`src/rtl/spi_word_buf_pkg.sv`:
```
package spi_word_buf_pkg;

  // Byte position inside a word for the lane-th byte on the wire.
  function automatic int unsigned byte_slot(input int unsigned lane,
                                            input logic msb_first,
                                            input int unsigned nbytes);
    return msb_first ? (nbytes - 1 - lane) : lane;
  endfunction

endpackage

```
`src/rtl/spi_word_buf_ring.sv`:
```
module spi_word_buf_ring #(
  parameter int W     = 32,
  parameter int DEPTH = 8,
  localparam int AW   = (DEPTH > 1) ? $clog2(DEPTH) : 1,
  localparam int CW   = $clog2(DEPTH + 1)
) (
  input  logic         clk,
  input  logic         rst_n,
  input  logic         clr,
  input  logic         push,
  input  logic [W-1:0] din,
  input  logic         pop,
  output logic [W-1:0] dout,
  output logic         full,
  output logic         empty
);
  logic [W-1:0]  mem [DEPTH];
  logic [AW-1:0] wr_ptr, rd_ptr;
  logic [CW-1:0] cnt;
  logic          do_push, do_pop;

  function automatic logic [AW-1:0] bump(input logic [AW-1:0] p);
    return (p == AW'(DEPTH - 1)) ? '0 : p + AW'(1);
  endfunction

  assign full    = (cnt == CW'(DEPTH));
  assign empty   = (cnt == '0);
  assign do_push = push && !full;
  assign do_pop  = pop && !empty;
  assign dout    = mem[rd_ptr];

  always_ff @(posedge clk or negedge rst_n) begin
    if (!rst_n) begin
      wr_ptr <= '0;
      rd_ptr <= '0;
      cnt    <= '0;
    end else if (clr) begin
      wr_ptr <= '0;
      rd_ptr <= '0;
      cnt    <= '0;
    end else begin
      if (do_push) wr_ptr <= bump(wr_ptr);
      if (do_pop)  rd_ptr <= bump(rd_ptr);
      cnt <= cnt + CW'(do_push) - CW'(do_pop);
    end
  end

  always_ff @(posedge clk) begin
    if (do_push && !clr) mem[wr_ptr] <= din;
  end
endmodule

```
`src/rtl/spi_word_buf_tx.sv`:
```
module spi_word_buf_tx
  import spi_word_buf_pkg::*;
#(
  parameter int WB    = 4,
  parameter int DEPTH = 8,
  localparam int DW   = 8 * WB,
  localparam int LW   = (WB > 1) ? $clog2(WB) : 1
) (
  input  logic          clk,
  input  logic          rst_n,
  input  logic          clr,
  input  logic          msb_first,
  input  logic          wr,
  input  logic [DW-1:0] wdata,
  input  logic          take,
  output logic          byte_valid,
  output logic [7:0]    byte_out,
  output logic          full,
  output logic          ovf,
  output logic          pop_evt
);
  logic [DW-1:0] head;
  logic          empty;
  logic [LW-1:0] lane_q;
  logic          take_ok, last_lane;

  spi_word_buf_ring #(.W(DW), .DEPTH(DEPTH)) u_ring (
    .clk(clk), .rst_n(rst_n), .clr(clr),
    .push(wr), .din(wdata), .pop(pop_evt),
    .dout(head), .full(full), .empty(empty)
  );

  assign byte_valid = !empty;
  assign take_ok    = take && !empty;
  assign last_lane  = (lane_q == LW'(WB - 1));
  assign pop_evt    = take_ok && last_lane;

  always_comb begin
    byte_out = head[8*byte_slot(int'(lane_q), msb_first, WB) +: 8];
  end

  always_ff @(posedge clk or negedge rst_n) begin
    if (!rst_n) begin
      lane_q <= '0;
      ovf    <= 1'b0;
    end else if (clr) begin
      lane_q <= '0;
      ovf    <= 1'b0;
    end else begin
      if (take_ok) lane_q <= last_lane ? '0 : lane_q + LW'(1);
      if (wr && full) ovf <= 1'b1;
    end
  end
endmodule

```
`src/rtl/spi_word_buf_rx.sv`:
```
module spi_word_buf_rx
  import spi_word_buf_pkg::*;
#(
  parameter int WB    = 4,
  parameter int DEPTH = 8,
  localparam int DW   = 8 * WB,
  localparam int NW   = $clog2(WB + 1)
) (
  input  logic          clk,
  input  logic          rst_n,
  input  logic          clr,
  input  logic          msb_first,
  input  logic          push,
  input  logic [7:0]    byte_in,
  input  logic          flush,
  input  logic          rd,
  output logic [DW-1:0] rdata,
  output logic          full,
  output logic          empty,
  output logic          udf,
  output logic          word_evt
);
  logic [DW-1:0] asm_q, asm_nx, head;
  logic [NW-1:0] n_q, n_nx;

  always_comb begin
    asm_nx = asm_q;
    n_nx   = n_q;
    if (push) begin
      asm_nx[8*byte_slot(int'(n_q), msb_first, WB) +: 8] = byte_in;
      n_nx = n_q + NW'(1);
    end
    word_evt = (n_nx == NW'(WB)) || (flush && n_nx != '0);
  end

  spi_word_buf_ring #(.W(DW), .DEPTH(DEPTH)) u_ring (
    .clk(clk), .rst_n(rst_n), .clr(clr),
    .push(word_evt), .din(asm_nx), .pop(rd),
    .dout(head), .full(full), .empty(empty)
  );

  assign rdata = empty ? '0 : head;

  always_ff @(posedge clk or negedge rst_n) begin
    if (!rst_n) begin
      asm_q <= '0;
      n_q   <= '0;
      udf   <= 1'b0;
    end else if (clr) begin
      asm_q <= '0;
      n_q   <= '0;
      udf   <= 1'b0;
    end else begin
      asm_q <= word_evt ? '0 : asm_nx;
      n_q   <= word_evt ? '0 : n_nx;
      if (rd && empty) udf <= 1'b1;
    end
  end
endmodule

```
`src/rtl/spi_word_buf.sv`:
```
module spi_word_buf #(
  parameter int DEPTH_BYTES = 32,
  parameter int WORD_BYTES  = 4,
  localparam int DW         = 8 * WORD_BYTES,
  localparam int DEPTH_W    = DEPTH_BYTES / WORD_BYTES
) (
  input  logic          clk,
  input  logic          rst_n,
  input  logic          clr,
  input  logic          tx_msb_first,
  input  logic          rx_msb_first,
  input  logic          tx_wr,
  input  logic [DW-1:0] tx_wdata,
  output logic          tx_full,
  output logic          tx_ovf,
  output logic          tx_byte_valid,
  output logic [7:0]    tx_byte,
  input  logic          tx_take,
  input  logic          rx_push,
  input  logic [7:0]    rx_byte,
  input  logic          rx_flush,
  output logic          rx_full,
  output logic          rx_empty,
  input  logic          rx_rd,
  output logic [DW-1:0] rx_rdata,
  output logic          rx_udf
);
  logic tx_pop_evt;
  logic rx_word_evt;

  spi_word_buf_tx #(.WB(WORD_BYTES), .DEPTH(DEPTH_W)) u_tx (
    .clk(clk), .rst_n(rst_n), .clr(clr), .msb_first(tx_msb_first),
    .wr(tx_wr), .wdata(tx_wdata), .take(tx_take),
    .byte_valid(tx_byte_valid), .byte_out(tx_byte),
    .full(tx_full), .ovf(tx_ovf), .pop_evt(tx_pop_evt)
  );

  spi_word_buf_rx #(.WB(WORD_BYTES), .DEPTH(DEPTH_W)) u_rx (
    .clk(clk), .rst_n(rst_n), .clr(clr), .msb_first(rx_msb_first),
    .push(rx_push), .byte_in(rx_byte), .flush(rx_flush), .rd(rx_rd),
    .rdata(rx_rdata), .full(rx_full), .empty(rx_empty),
    .udf(rx_udf), .word_evt(rx_word_evt)
  );
endmodule

```
`config.mk`:
```
export PLATFORM = sky130hd
export DESIGN_NAME = spi_word_buf
export DESIGN_NICKNAME = d
export VERILOG_FILES = /design/src/rtl/spi_word_buf_pkg.sv /design/src/rtl/spi_word_buf_ring.sv /design/src/rtl/spi_word_buf_tx.sv /design/src/rtl/spi_word_buf_rx.sv /design/src/rtl/spi_word_buf.sv
export SDC_FILE = /design/constraint.sdc
export NUM_CORES = 1
export LEC_CHECK = 0
export BUFFER_PORTS_ARGS = -buffer_cell sky130_fd_sc_hd__buf_2
export CAP_MARGIN = 20
export CORE_UTILIZATION = 55
export DETAILED_ROUTE_END_ITERATION = 8
export PLACE_DENSITY = 0.84
export SLEW_MARGIN = 10
export SYNTH_ARGS = -nofsm -noshare
export SYNTH_HDL_FRONTEND = slang
export SYNTH_SLANG_ARGS = --single-unit
```
`constraint.sdc`:
```
create_clock -name clk -period 5.87 [get_ports clk]
set_input_delay 0.8805 -clock clk [delete_from_list [all_inputs] [get_ports clk]]
set_output_delay 0.8805 -clock clk [all_outputs]
set_load 0.005 [all_outputs]
```
==> qor.txt <==
outcome = finished, final reports clean
Mapped Cells = 1153
initial core utilization = 0.558
vias in the first global route = 12100
leading post-synthesis cells by cell area = edfxtp_1 (68%), mux4_2 (13%), dfrtp_1 (6.5%), mux2i_1 (2.0%), ha_1 (1.3%)
switching pwr = 2.32 mW
most frequent cells in the layout = edfxtp_1 (512), mux4_2 (128), buf_2 (95)
Final Net Count = 1359
FP Rows = 74
number of hold violations in the final report = 0
Core Region = 40700 sq um
synthesis-stage register bit count = 571
combinational power share = 0.131
pre-CTS setup slack = 2.21 ns
Post-synth EDFFs = 512
post-synthesis adder-cell area fraction = 0.0150
H-tree depth = 2
skew final = 0.0476 ns
area of the multi-input gates = 5690 sq um
DRC Markers = 0
fmax = 0.241 GHz
slowest stage delay, CP = 0.75 ns
largest net degree at the start of global routing = 60
CTS Buf Count = 53
wirelength, routed = 50.0 mm
simple-gate share of the synthesized area = 0.0492
worst-path cell chain = and3_1 > o21bai_1 > o22ai_1 > nor4_1 > buf_2
Reg-to-Reg Start = u_rx.n_q[0]
slowest CP cell = o21bai_1
WHS = 0.442 ns
share of power burned in registers = 0.497
Required @ worst endpoint = 4.99 ns
CP startpoint kind = register
arrival time worst endpoint = 3.27 ns
Setup WS post-layout = 1.72 ns
initial DRC count = 1155
Max VDD drop = 0.360 mV
Post-DP Area = 24000 sq um
CTS tree = done
RSZ-0062 raised after global routing = no
Tcrit/Tclk final = 0.707
detailed-route via count = 11700
Max Cap Viol = 0
count of pins over their slew limit = 0
Clk Latency, worst-skew pair = 0.61 ns
Synth Area in Compound Gates = 0.0227
LEAKAGE = 8.44 nW
clock share of power = 0.372
Die ar. = 42100 sq um
worst-case clock buffer depth = 3
antenna violations before repair = 4
Rel. slew slack = 0.354
DR vias/cell = 6.31
Min-Delay Path Class = input pin to async pin
Synth cell types = 46
Layout Utilization = 0.633
Die Ht = 205 microns
crit path kind = register to output pin
Post-Synth XOR/XNOR Area = 0.00391
Pre-antenna DRT Iters = 5
gr usage total = 0.244
Sum Neg Setup Slack = 0 ns
Placer Congestion = 0.834
postcts setup bufs = 0
die width = 205 microns
# IOs = 96
Avg Inst Size Synth = 19.7 sq um
register area = 16900 sq um
GRT Residual Overflow = 0
crit path capture type = output pin
CTS Hold Buffers Added = 0
Synth warnings = 0
Syn Nets = 1229
Pwr Density = 365 nW/um^2
Fillers = 2628
Max FO, Critical Path = 10
Port-buffer cells = 95
post-CTS resize count = 0
clock sinks = 571
Int Pwr = 7.11 mW
Area Growth Syn to Fin = 13.6%
most common cell after layout, fill and taps aside = edfxtp_1
hpwl dp = 28.1 mm
final count of negative-setup-slack endpoints = 0
first-pass GRT wire length = 74.2 mm
Post-synth ARST share = 0.103
Synth top area share = 0.677
Seq/Total Area, Yosys = 0.742
ys flop type = edfxtp_1
worst setup path startpoint = u_tx.lane_q[1]
root buf cell = clkbuf_16
Mapped Area = 22700 sq um
layout cells sized above 1 = 0.287
design area = 25800 sq um
Worst-Margin Slew = 0.969 ns
post-synth top area cell = edfxtp_1
post-synthesis mux area share = 0.155
Routed WL per cell = 26.8 microns
Worst-path clk slew = 0.06 ns
Sw Share = 0.246
main combinational cell family by area after synthesis = multiplexers
antenna-violating nets left = 0
post-route minimum period = 4.15 ns
[metal layers]
| layer | track usage | vias up | wire, microns | share of wire |
|---|---|---|---|---|
| met3 | 0.0469 | 135 | 3500 | 0.070 |
| met4 | 0.0950 | 4 | 1860 | 0.037 |
| met5 | 0 | - | 23 | 0.00046 |
| met1 | 0.299 | 6076 | 18400 | 0.37 |
| met2 | 0.428 | 587 | 26200 | 0.52 |
| li1 | - | 4940 | - | - |
[sequential cells by signal (all words and copies together) (netlist names), 3 cells and up]
name,cells
u_tx.u_ring.cnt,4
u_rx.u_ring.rd_ptr,3
u_tx.u_ring.wr_ptr,3
u_rx.asm_q,32
u_rx.u_ring.cnt,4
u_rx.n_q,3
u_tx.u_ring.mem,256
u_tx.u_ring.rd_ptr,3
u_rx.u_ring.mem,256
u_rx.u_ring.wr_ptr,3
[cells in the mapped netlist, types with 16 or more instances]
library cell / n
edfxtp_1: 512
mux4_2: 128
dfrtp_1: 59
nor2_1: 52
mux2i_1: 45
o22ai_1: 32
nor2b_1: 30
nand2_1: 29
a21oi_1: 27
clkbuf_1: 24
ha_1: 24
mux2_2: 16
nand3_1: 16
o21ai_0: 16
[logic make-up after synthesis]
kind of cell / Yosys count
flip-flops: 571
AND/OR/NAND/NOR: 203
multiplexers: 189
AO/OA/AOI/OAI: 89
buffers and inverters: 67
adder cells (fa/ha/maj): 26
XOR/XNOR: 8
[power groups by stage]
| stage | combinational, mW | sequential, mW | clock, mW |
|---|---|---|---|
| final | 1.24 | 4.68 | 3.51 |
| after global routing | 1.35 | 4.70 | 3.69 |
| after CTS | 1.26 | 4.69 | 3.55 |
| after detailed placement | 1.24 | 4.77 | 0 |
| after global placement | 1.20 | 4.76 | 0 |
| after floorplan | 0.848 | 4.68 | 0 |
[final cells by class]
class | count | share of cell area
Inverter | 14 | 0.00204
Antenna cell | 3 | 0.000291
Timing Repair Buffer | 128 | 0.0288
Multi-Input combinational cell | 515 | 0.220
Sequential cell | 571 | 0.654
Clock inverter | 33 | 0.0159
Clock buffer | 66 | 0.0533
Tap cell | 532 | 0.0258
[stage by stage]
step | power, mW | cells
2_1_floorplan | 5.52 | 1153
3_3_place_gp | 5.96 | 1759
3_5_place_dp | 6.01 | 1759
4_1_cts | 9.50 | 1858
5_1_grt | 9.74 | 1859
6_report | 9.43 | 1862
[critical path, delay by kind of cell (launching register included)]
kind,cells,cell delay [ns]
AO/OA/AOI/OAI,2,0.95
buffers and inverters,1,0.23
flip-flops,1,0.56
AND/OR/NAND/NOR,2,0.93
[worst paths after layout]
check / end / slack [ns] / cells past startpoint
worst max-delay path: tx_byte[6] / 1.72 / 5
worst min register to register: u_tx.ovf / 0.49 / 2
max in group asynchronous: u_tx.u_ring.rd_ptr[1] / 4.80 / 2
worst min-delay path: u_rx.asm_q[5] / 0.44 / 2
worst max register to register: u_rx.u_ring.cnt[2] / 2.55 / 10
min in group clk: u_rx.n_q[1] / 0.49 / 2
No activity file was read; power rests on OpenSTA's default activity.
